==> src/rtl/rpc_pkg.sv <==
package rpc_pkg;
  localparam int SEC_PER_BLK = 16;
  localparam int WORD_W      = 2 * SEC_PER_BLK;
  localparam int MAX_BLK     = 8;
  localparam int BLK_IDX_W   = $clog2(MAX_BLK);
  localparam logic [11:0] WIN_BASE = 12'h600;
  localparam logic [WORD_W-1:0] RESET_WORD =
    {{SEC_PER_BLK{1'b0}}, {SEC_PER_BLK{1'b1}}};

  typedef enum logic [1:0] {
    ALIAS_DIRECT = 2'd0,
    ALIAS_SET    = 2'd1,
    ALIAS_CLR    = 2'd2,
    ALIAS_NONE   = 2'd3
  } alias_e;
endpackage

==> src/rtl/rpc_rst_sync.sv <==
module rpc_rst_sync (
  input  logic clk,
  input  logic arst_n,
  output logic rst_n_o
);
  logic [1:0] stage_q;

  always_ff @(posedge clk or negedge arst_n) begin
    if (!arst_n) stage_q <= 2'b00;
    else         stage_q <= {stage_q[0], 1'b1};
  end

  assign rst_n_o = stage_q[1];
endmodule

==> src/rtl/rpc_decode.sv <==
module rpc_decode
  import rpc_pkg::*;
#(
  parameter int NUM_BLK = 4,
  parameter int ADDR_W  = 12
) (
  input  logic                 clk,
  input  logic                 rst_n,
  input  logic                 bus_sel,
  input  logic                 bus_wr,
  input  logic [ADDR_W-1:0]    bus_addr,
  output logic [NUM_BLK-1:0]   wr_dir,
  output logic [NUM_BLK-1:0]   wr_set,
  output logic [NUM_BLK-1:0]   wr_clr,
  output logic                 rd_hit,
  output logic [BLK_IDX_W-1:0] rd_idx
);
  localparam logic [ADDR_W-1:0] BASE_A = ADDR_W'(WIN_BASE);

  logic                 in_window;
  logic                 aligned;
  logic                 implemented;
  logic                 alias_ok;
  logic                 hit;
  logic [BLK_IDX_W-1:0] blk;
  alias_e               kind;

  always_comb begin
    blk         = bus_addr[4 +: BLK_IDX_W];
    kind        = alias_e'(bus_addr[3:2]);
    in_window   = (bus_addr[ADDR_W-1:7] == BASE_A[ADDR_W-1:7]);
    aligned     = (bus_addr[1:0] == 2'b00);
    implemented = (int'(blk) < NUM_BLK);
    alias_ok    = (kind != ALIAS_NONE);
    hit         = bus_sel & in_window & aligned & implemented & alias_ok;
  end

  assign rd_hit = hit & ~bus_wr;
  assign rd_idx = blk;

  for (genvar b = 0; b < NUM_BLK; b++) begin : g_strobe
    logic this_blk;
    assign this_blk  = hit & bus_wr & (blk == BLK_IDX_W'(b));
    assign wr_dir[b] = this_blk & (kind == ALIAS_DIRECT);
    assign wr_set[b] = this_blk & (kind == ALIAS_SET);
    assign wr_clr[b] = this_blk & (kind == ALIAS_CLR);
  end


  strobe_onehot_chk: assert property (@(posedge clk) disable iff (!rst_n)
    $onehot0({wr_dir, wr_set, wr_clr}));


  unimpl_nohit_chk: assert property (@(posedge clk) disable iff (!rst_n)
    (bus_sel && !implemented) |-> (!rd_hit && ({wr_dir, wr_set, wr_clr} == '0)));
endmodule

==> src/rtl/rpc_block_reg.sv <==
module rpc_block_reg
  import rpc_pkg::*;
(
  input  logic              clk,
  input  logic              rst_n,
  input  logic              wr_dir,
  input  logic              wr_set,
  input  logic              wr_clr,
  input  logic [WORD_W-1:0] wdata,
  output logic [WORD_W-1:0] word_q
);
  logic [WORD_W-1:0] word_nxt;
  logic              word_en;

  always_comb begin
    word_en  = wr_dir | wr_set | wr_clr;
    word_nxt = word_q;
    if (wr_dir)      word_nxt = wdata;
    else if (wr_set) word_nxt = word_q | wdata;
    else if (wr_clr) word_nxt = word_q & ~wdata;
  end

  always_ff @(posedge clk or negedge rst_n) begin
    if (!rst_n)       word_q <= RESET_WORD;
    else if (word_en) word_q <= word_nxt;
  end


  direct_load_chk: assert property (@(posedge clk) disable iff (!rst_n)
    wr_dir |=> (word_q == $past(wdata)));


  set_bits_chk: assert property (@(posedge clk) disable iff (!rst_n)
    wr_set |=> (((word_q & $past(wdata)) == $past(wdata)) &&
                ((word_q & ~$past(wdata)) == ($past(word_q) & ~$past(wdata)))));


  clr_bits_chk: assert property (@(posedge clk) disable iff (!rst_n)
    wr_clr |=> (((word_q & $past(wdata)) == '0) &&
                ((word_q & ~$past(wdata)) == ($past(word_q) & ~$past(wdata)))));


  idle_hold_chk: assert property (@(posedge clk) disable iff (!rst_n)
    !(wr_dir || wr_set || wr_clr) |=> $stable(word_q));
endmodule

==> src/rtl/rpc_status.sv <==
module rpc_status
  import rpc_pkg::*;
(
  input  logic                   clk,
  input  logic                   rst_n,
  input  logic                   sys_on,
  input  logic [WORD_W-1:0]      word,
  output logic [SEC_PER_BLK-1:0] access,
  output logic [SEC_PER_BLK-1:0] retain
);
  logic [SEC_PER_BLK-1:0] pwr_en;
  logic [SEC_PER_BLK-1:0] ret_en;

  assign pwr_en = word[SEC_PER_BLK-1:0];
  assign ret_en = word[WORD_W-1:SEC_PER_BLK];

  for (genvar s = 0; s < SEC_PER_BLK; s++) begin : g_sec
    always_comb begin
      access[s] = sys_on & pwr_en[s];
      retain[s] = ret_en[s] | (sys_on & pwr_en[s]);
    end
  end


  off_noaccess_chk: assert property (@(posedge clk) disable iff (!rst_n)
    !sys_on |-> ((access == '0) && (retain == ret_en)));


  on_powered_chk: assert property (@(posedge clk) disable iff (!rst_n)
    sys_on |-> (((access & pwr_en) == pwr_en) && ((retain & pwr_en) == pwr_en)));


  on_unpowered_chk: assert property (@(posedge clk) disable iff (!rst_n)
    sys_on |-> (((access & ~pwr_en) == '0) && ((retain & ~pwr_en) == (ret_en & ~pwr_en))));
endmodule

==> src/rtl/ram_pwr_ctrl.sv <==
module ram_pwr_ctrl
  import rpc_pkg::*;
#(
  parameter int NUM_BLK = 4,
  parameter int ADDR_W  = 12
) (
  input  logic                           clk,
  input  logic                           arst_n,
  input  logic                           sys_on,
  input  logic                           bus_sel,
  input  logic                           bus_wr,
  input  logic [ADDR_W-1:0]              bus_addr,
  input  logic [WORD_W-1:0]              bus_wdata,
  output logic [WORD_W-1:0]              bus_rdata,
  output logic [NUM_BLK*SEC_PER_BLK-1:0] sec_access,
  output logic [NUM_BLK*SEC_PER_BLK-1:0] sec_retain
);
  logic                 rst_n;
  logic [NUM_BLK-1:0]   wr_dir;
  logic [NUM_BLK-1:0]   wr_set;
  logic [NUM_BLK-1:0]   wr_clr;
  logic                 rd_hit;
  logic [BLK_IDX_W-1:0] rd_idx;
  logic [WORD_W-1:0]    words [NUM_BLK];

  rpc_rst_sync u_rst (
    .clk     (clk),
    .arst_n  (arst_n),
    .rst_n_o (rst_n)
  );

  rpc_decode #(.NUM_BLK(NUM_BLK), .ADDR_W(ADDR_W)) u_dec (
    .clk      (clk),
    .rst_n    (rst_n),
    .bus_sel  (bus_sel),
    .bus_wr   (bus_wr),
    .bus_addr (bus_addr),
    .wr_dir   (wr_dir),
    .wr_set   (wr_set),
    .wr_clr   (wr_clr),
    .rd_hit   (rd_hit),
    .rd_idx   (rd_idx)
  );

  for (genvar b = 0; b < NUM_BLK; b++) begin : g_blk
    rpc_block_reg u_reg (
      .clk    (clk),
      .rst_n  (rst_n),
      .wr_dir (wr_dir[b]),
      .wr_set (wr_set[b]),
      .wr_clr (wr_clr[b]),
      .wdata  (bus_wdata),
      .word_q (words[b])
    );

    rpc_status u_stat (
      .clk    (clk),
      .rst_n  (rst_n),
      .sys_on (sys_on),
      .word   (words[b]),
      .access (sec_access[b*SEC_PER_BLK +: SEC_PER_BLK]),
      .retain (sec_retain[b*SEC_PER_BLK +: SEC_PER_BLK])
    );
  end

  always_comb begin
    bus_rdata = '0;
    for (int b = 0; b < NUM_BLK; b++) begin
      if (rd_hit && (rd_idx == BLK_IDX_W'(b))) bus_rdata = words[b];
    end
  end


  miss_reads_zero_chk: assert property (@(posedge clk) disable iff (!rst_n)
    !rd_hit |-> (bus_rdata == '0));
endmodule

==> config.mk <==
export PLATFORM = sky130hd
export DESIGN_NAME = ram_pwr_ctrl
export DESIGN_NICKNAME = d
export VERILOG_FILES = /design/src/rtl/rpc_pkg.sv /design/src/rtl/rpc_rst_sync.sv /design/src/rtl/rpc_decode.sv /design/src/rtl/rpc_block_reg.sv /design/src/rtl/rpc_status.sv /design/src/rtl/ram_pwr_ctrl.sv
export SDC_FILE = /design/constraint.sdc
export NUM_CORES = 1
export LEC_CHECK = 0
export BUFFER_PORTS_ARGS = -buffer_cell sky130_fd_sc_hd__buf_2
export CAP_MARGIN = 10
export CORE_MARGIN = 5
export CORE_UTILIZATION = 40
export DETAILED_ROUTE_END_ITERATION = 8
export GPL_TIMING_DRIVEN = 0
export HOLD_SLACK_MARGIN = 0.03
export SYNTH_ARGS = -nofsm -noshare
export SYNTH_HDL_FRONTEND = slang
export SYNTH_SLANG_ARGS = --single-unit
==> constraint.sdc <==
create_clock -name clk -period 12.5 [get_ports clk]
set_clock_uncertainty 0.15 [all_clocks]
set_input_delay 1.25 -clock clk [delete_from_list [all_inputs] [get_ports clk]]
set_output_delay 1.25 -clock clk [all_outputs]
set_load 0.01 [all_outputs]
# Word level (Yosys, flattened, before mapping)
# Cells that the tools add are included.
# classes
reduce_logical,15
order_cmp,1
n_mux,16
eq_ne,7
bitwise_logic,168
# op_table
op,count
32-bit 2-to-1 mux,16
32-bit AND,4
32-bit OR,4
1-bit AND,86
1-bit OR,72
32-bit NOT,1
3-bit nonzero test,4
2-bit AND reduction,4
"3-bit by 2-bit equality test with 1-bit output, second input constant",2
"5-bit by 4-bit equality test with 1-bit output, second input constant",1
1-bit logical AND,4
2-bit zero test,2
"3-bit by 1-bit equality test with 1-bit output, second input constant",1
3-bit zero test,1
"3-bit less-than comparator, second input constant",1
"2-bit by 1-bit equality test with 1-bit output, second input constant",1
"2-bit equality test, second input constant",1
"2-bit inequality test, second input constant",1
1-bit NOT,1
# word_totals
reg_bits,130

# Longest topological paths before layout
# logic_depth
depth_word,11
depth_mapped,6
depth_no_buf,3

# By module
# Synthesis repeated with hierarchy kept, for this count alone.
# hier_totals
cells_unflattened,716
hier_area_um2,7597.3
# modules_own_cells
module,n_inst,seq_area_each_um2,area_per_inst_um2,cells_per_inst
rpc_block_reg,4,820.8,1346.3,108
rpc_status,4,0.0,256.5,35
ram_pwr_ctrl,1,0.0,944.7,112
rpc_decode,1,0.0,187.7,29
rpc_rst_sync,1,50.0,53.8,3

# Least setup slack after synthesis
# OpenSTA, ideal clock, no wires.
# synth_timing
path_kind,in2out
start,input bus_addr[4]
end,output bus_rdata[16]
path_buffers,2
slack_ns,8.681
path_stages,4
arrival_ns,2.419
path_cell_list,buf_2 -> buf_2 -> mux4_2 -> nor2b_1
# synth_between
elab_chain_cells,9
# synth_rtl
element,line_no,rtl
start: declaration,ram_pwr_ctrl.sv:12,"input logic [ADDR_W-1:0] bus_addr,"
3-bit less-than comparator,rpc_decode.sv:33,implemented = (int'(blk) < NUM_BLK);
1-bit AND (2 in series),rpc_decode.sv:35,hit = bus_sel & in_window & aligned & implemented & alias_ok;
1-bit AND,rpc_decode.sv:38,assign rd_hit = hit & ~bus_wr;
1-bit logical AND,ram_pwr_ctrl.sv:69,if (rd_hit && (rd_idx == BLK_IDX_W'(b))) bus_rdata = words[b];
32-bit 2-to-1 mux (3 in series),ram_pwr_ctrl.sv:69,
32-bit 2-to-1 mux (*),ram_pwr_ctrl.sv:69,
end: declaration,ram_pwr_ctrl.sv:14,"output logic [WORD_W-1:0] bus_rdata,"
# Every way passes the cells marked *; elsewhere a longest branch is shown, timed or not.

# Worst setup path in the final report
# layout_timing
start,input bus_addr[2]
end,output bus_rdata[20]
# layout_between
elab_chain_cells,8
# layout_rtl
element,line_no,rtl
2-bit inequality test (*),rpc_decode.sv:34,alias_ok = (kind != ALIAS_NONE);
1-bit AND (*),rpc_decode.sv:35,
1-bit AND (*),rpc_decode.sv:38,
1-bit logical AND,ram_pwr_ctrl.sv:69,
32-bit 2-to-1 mux (3 in series),ram_pwr_ctrl.sv:69,
32-bit 2-to-1 mux (*),ram_pwr_ctrl.sv:69,
# Marked as above.

==> summary.md <==
| Metric | Value |
|---|---|
| Number of global-route vias before repair | `11,879` |
| Vias per std cell | `between 7 and 8` |
| Post-Synthesis Net Count | `1,119` |
| Total Routing Usage GR | `between 30 and 40%` |
| Final slew viol count | `0` |
| FF+latch count, synth | `130` |
| CP cell instances | `buf_2 -> a211oi_1 -> nand3_1 -> clkbuf_1 -> nor2b_1 -> buf_2` |
| Rows | `61` |
| Die footprint | `around 0.031 mm^2` |
| Critical path type | `input pin to output pin` |
| Worst-path clk slew | `roughly 60 ps` |
| Global routing met2 resource utilization | `slightly above 50%` |
| Highest clock rate | `around 0.21 GHz` |
| Startpoint Class | `input pin` |
| HP Start | `u_rst.stage_q[0]$_DFF_PN0_` |
| CTS Root Cell | `clkbuf_16` |
| Async S/R FF share, synth | `100%` |
| Initial antenna violation count | `4` |
| LEAKAGE | `roughly 4.8 nW` |
| Synth Area per Inst | `10.4 um^2` |
| Max cap viols | `0` |
| Cts repair resizes | `0` |
| Data required time at the worst endpoint | `about 11,000 ps` |
| Register area share after synthesis | `29.9%` |
| Cts hold-fix bufs | `0` |
| RSZ-0062 raised after global routing | `no` |
| Clock power share | `a little under a third` |
| Share of cells above drive strength 1 | `about two fifths` |
| Net Sw Power | `about 0.00065 W` |
| Yosys top cell by area | `dfstp_2` |
| CP Max Fanout | `10` |
| TritonRoute pass-1 iters | `8` |
| Hold path depth | `0` |
| Routed Antenna Nets | `0` |
| Post-Syn Area | `roughly 0.011 mm^2` |
| Yosys Warn Count | `0` |
| FF+latch area | `between 0.003 and 0.004 mm^2` |
| Synth Flop Type | `dfrtp_1` |
| Footprint of the multi-input gates | `0.00686 mm^2` |
| DR iter-0 viols | `1,958` |
| IO Port Bufs | `approximately 210` |
| Internal | `between 0.001 and 0.0015 W` |
| Setup crit start | `bus_addr[2]` |
| CP Data Arrival Time | `~3300 ps` |
| Synth top cells by count | `o41ai_1 (168), clkbuf_1 (131), a22oi_1 (128), a41oi_1 (128), o41ai_2 (88)` |
| IO Pins | `between 200 and 250` |
| Top cells by area, synth | `dfstp_2 (15%), dfrtp_1 (15%), o41ai_1 (13%)` |
| Final Hold Vio Count | `0` |
| Worst path max stage delay | `approximately 580 ps` |
| Placed instance count | `between 1,500 and 2,000` |
| Switching Fraction | `a little under two fifths` |
| Tmin final | `~4700 ps` |
| Fin crit share | `between 30 and 40%` |
| PD cells | `131 mW/mm^2` |
| H-tree depth | `4` |
| DRC | `0` |
| DR WL/cell | `roughly 34 um` |
| Post-CTS Setup Bufs | `0` |
| Post-synth top area share | `approximately 15%` |
| Clk sinks | `130` |
| Via count | `about 13,000` |
| CTS tree | `yes` |
| Core Area | `between 0.02 and 0.03 mm^2` |
| Finish-stage setup viols | `0` |
| Worst R2R Path Depth | `1` |
| Cell mode on critical path | `buf_2` |
| Synthesis-to-layout area growth | `19.7%` |
| CP Capture Type | `output pin` |
| Critical R2R Launch | `u_rst.stage_q[1]$_DFF_PN0_` |
| Initial core utilization | `40.3%` |
| RD Place Congestion | `approximately 1` |
| Slew at the pin closest to its max-slew limit | `around 1100 ps` |
| Global-route wire length before repair | `a little over 80,000 um` |
| CTS Buf Count | `17` |
| Busiest grt layer | `met2` |
| Met3 Usage GRT | `11.0%` |
| Number of library cell types mapped by synthesis | `29` |
| Final net count | `around 1,300` |
| Post-Layout Cell Count | `approximately 1,700` |
| Post-Route WL | `57,600 um` |
| Setup TNS Final | `0 ps` |
| Combinational Power Share | `between 30% and 40%` |
| Worst slew margin | `around 28%` |
| Dpl hpwl | `43,200 um` |
| Fillers | `about 2,700` |
| Hold crit path type | `register to register` |
| CTS max path bufs | `2` |
| Latest clock arrival within the worst-skew pair | `approximately 430 ps` |
| Routing usage on met1 | `a little under half` |
| GRT overflow | `0` |
| DIE HEIGHT | `around 180 um` |
| Top-count cell post-synth | `o41ai_1` |
| Post-synth EDFFs | `0` |
| Largest net degree at the start of global routing | `between 40 and 50` |
| Max rail drop VDD | `~0.085 mV` |
| Syn Inst Count | `about 1,100` |
| Outcome | `finished clean` |
| Seq pwr share | `approximately 38%` |
| Slowest-stage cell, CP | `nand3_1` |
| Die width | `approximately 180 um` |
-- critical path, delay by kind of cell --
family	cells	cell delay, ps
simple gates	2	950
buf+inv	3	750
compound gates	1	380
-- final cells by class --
cell class	count	area share, %
flip-flops and latches	130	25.0
plain buffers	186	6.20
diodes	5	0.0938
clock buffers	18	3.22
repair buffers	209	8.18
clock inverters	14	1.43
multi-input cells	722	51.4
well taps	378	3.55
inverters	32	0.900
-- metrics by stage --
step	setup slack (ps)	cell area, um^2	utilization, %	hold slack (ps)	total power [W]
final	7760	13300	48.3	205	0.00175
after global routing	7730	13300	48.2	204	0.00179
after CTS	7930	13300	48.2	201	0.00172
after detailed placement	7950	12700	46.0	187	0.00117
after global placement	6440	12600	45.8	186	0.00116
after floorplan	8570	11100	-	181	0.000934
-- power by group through the flow --
stage	Clock, W	Combinational, W	Sequential [W]
6_report	0.000555	0.000529	0.000663
3_5_place_dp	0	0.000515	0.000657
4_1_cts	0.000549	0.000517	0.000651
3_3_place_gp	0	0.000501	0.000662
2_1_floorplan	0	0.000350	0.000584
5_1_grt	0.000566	0.000560	0.000662
-- final timing paths --
kind / slack [ps] / to
min: 200 / u_rst.stage_q[1]$_DFF_PN0_
max: 7760 / bus_rdata[20]
max in group asynchronous: 11220 / async pin
min in group asynchronous: 220 / async pin
max reg2reg: 11220 / async pin
min reg2reg: 200 / u_rst.stage_q[1]$_DFF_PN0_
-- cell families after synthesis --
group	after synthesis	synth area share [%]
simple gates	175	10.2
flops	130	29.9
other cells	1	0.0337
compound gates	514	44.9
buf+inv	218	8.50
mux	32	6.47
-- cells in the final DEF (no fill, tap or decap), types with 32 or more instances in the layout --
master,instances
buf_2,236
o41ai_1,168
clkbuf_1,132
a41oi_1,128
a22oi_1,128
o41ai_2,88
or2_2,65
dfrtp_1,65
and2_1,64
dfstp_2,64
inv_1,32
mux4_2,32
nor2b_1,32
-- routing by layer --
layer / routed length, um / share of wire, %
met1: 21800 / 38
met5: 0 / 0
met2: 24500 / 43
met3: 7460 / 13
met4: 3840 / 6.7
Note: power is estimated with default switching activity, not from simulation.
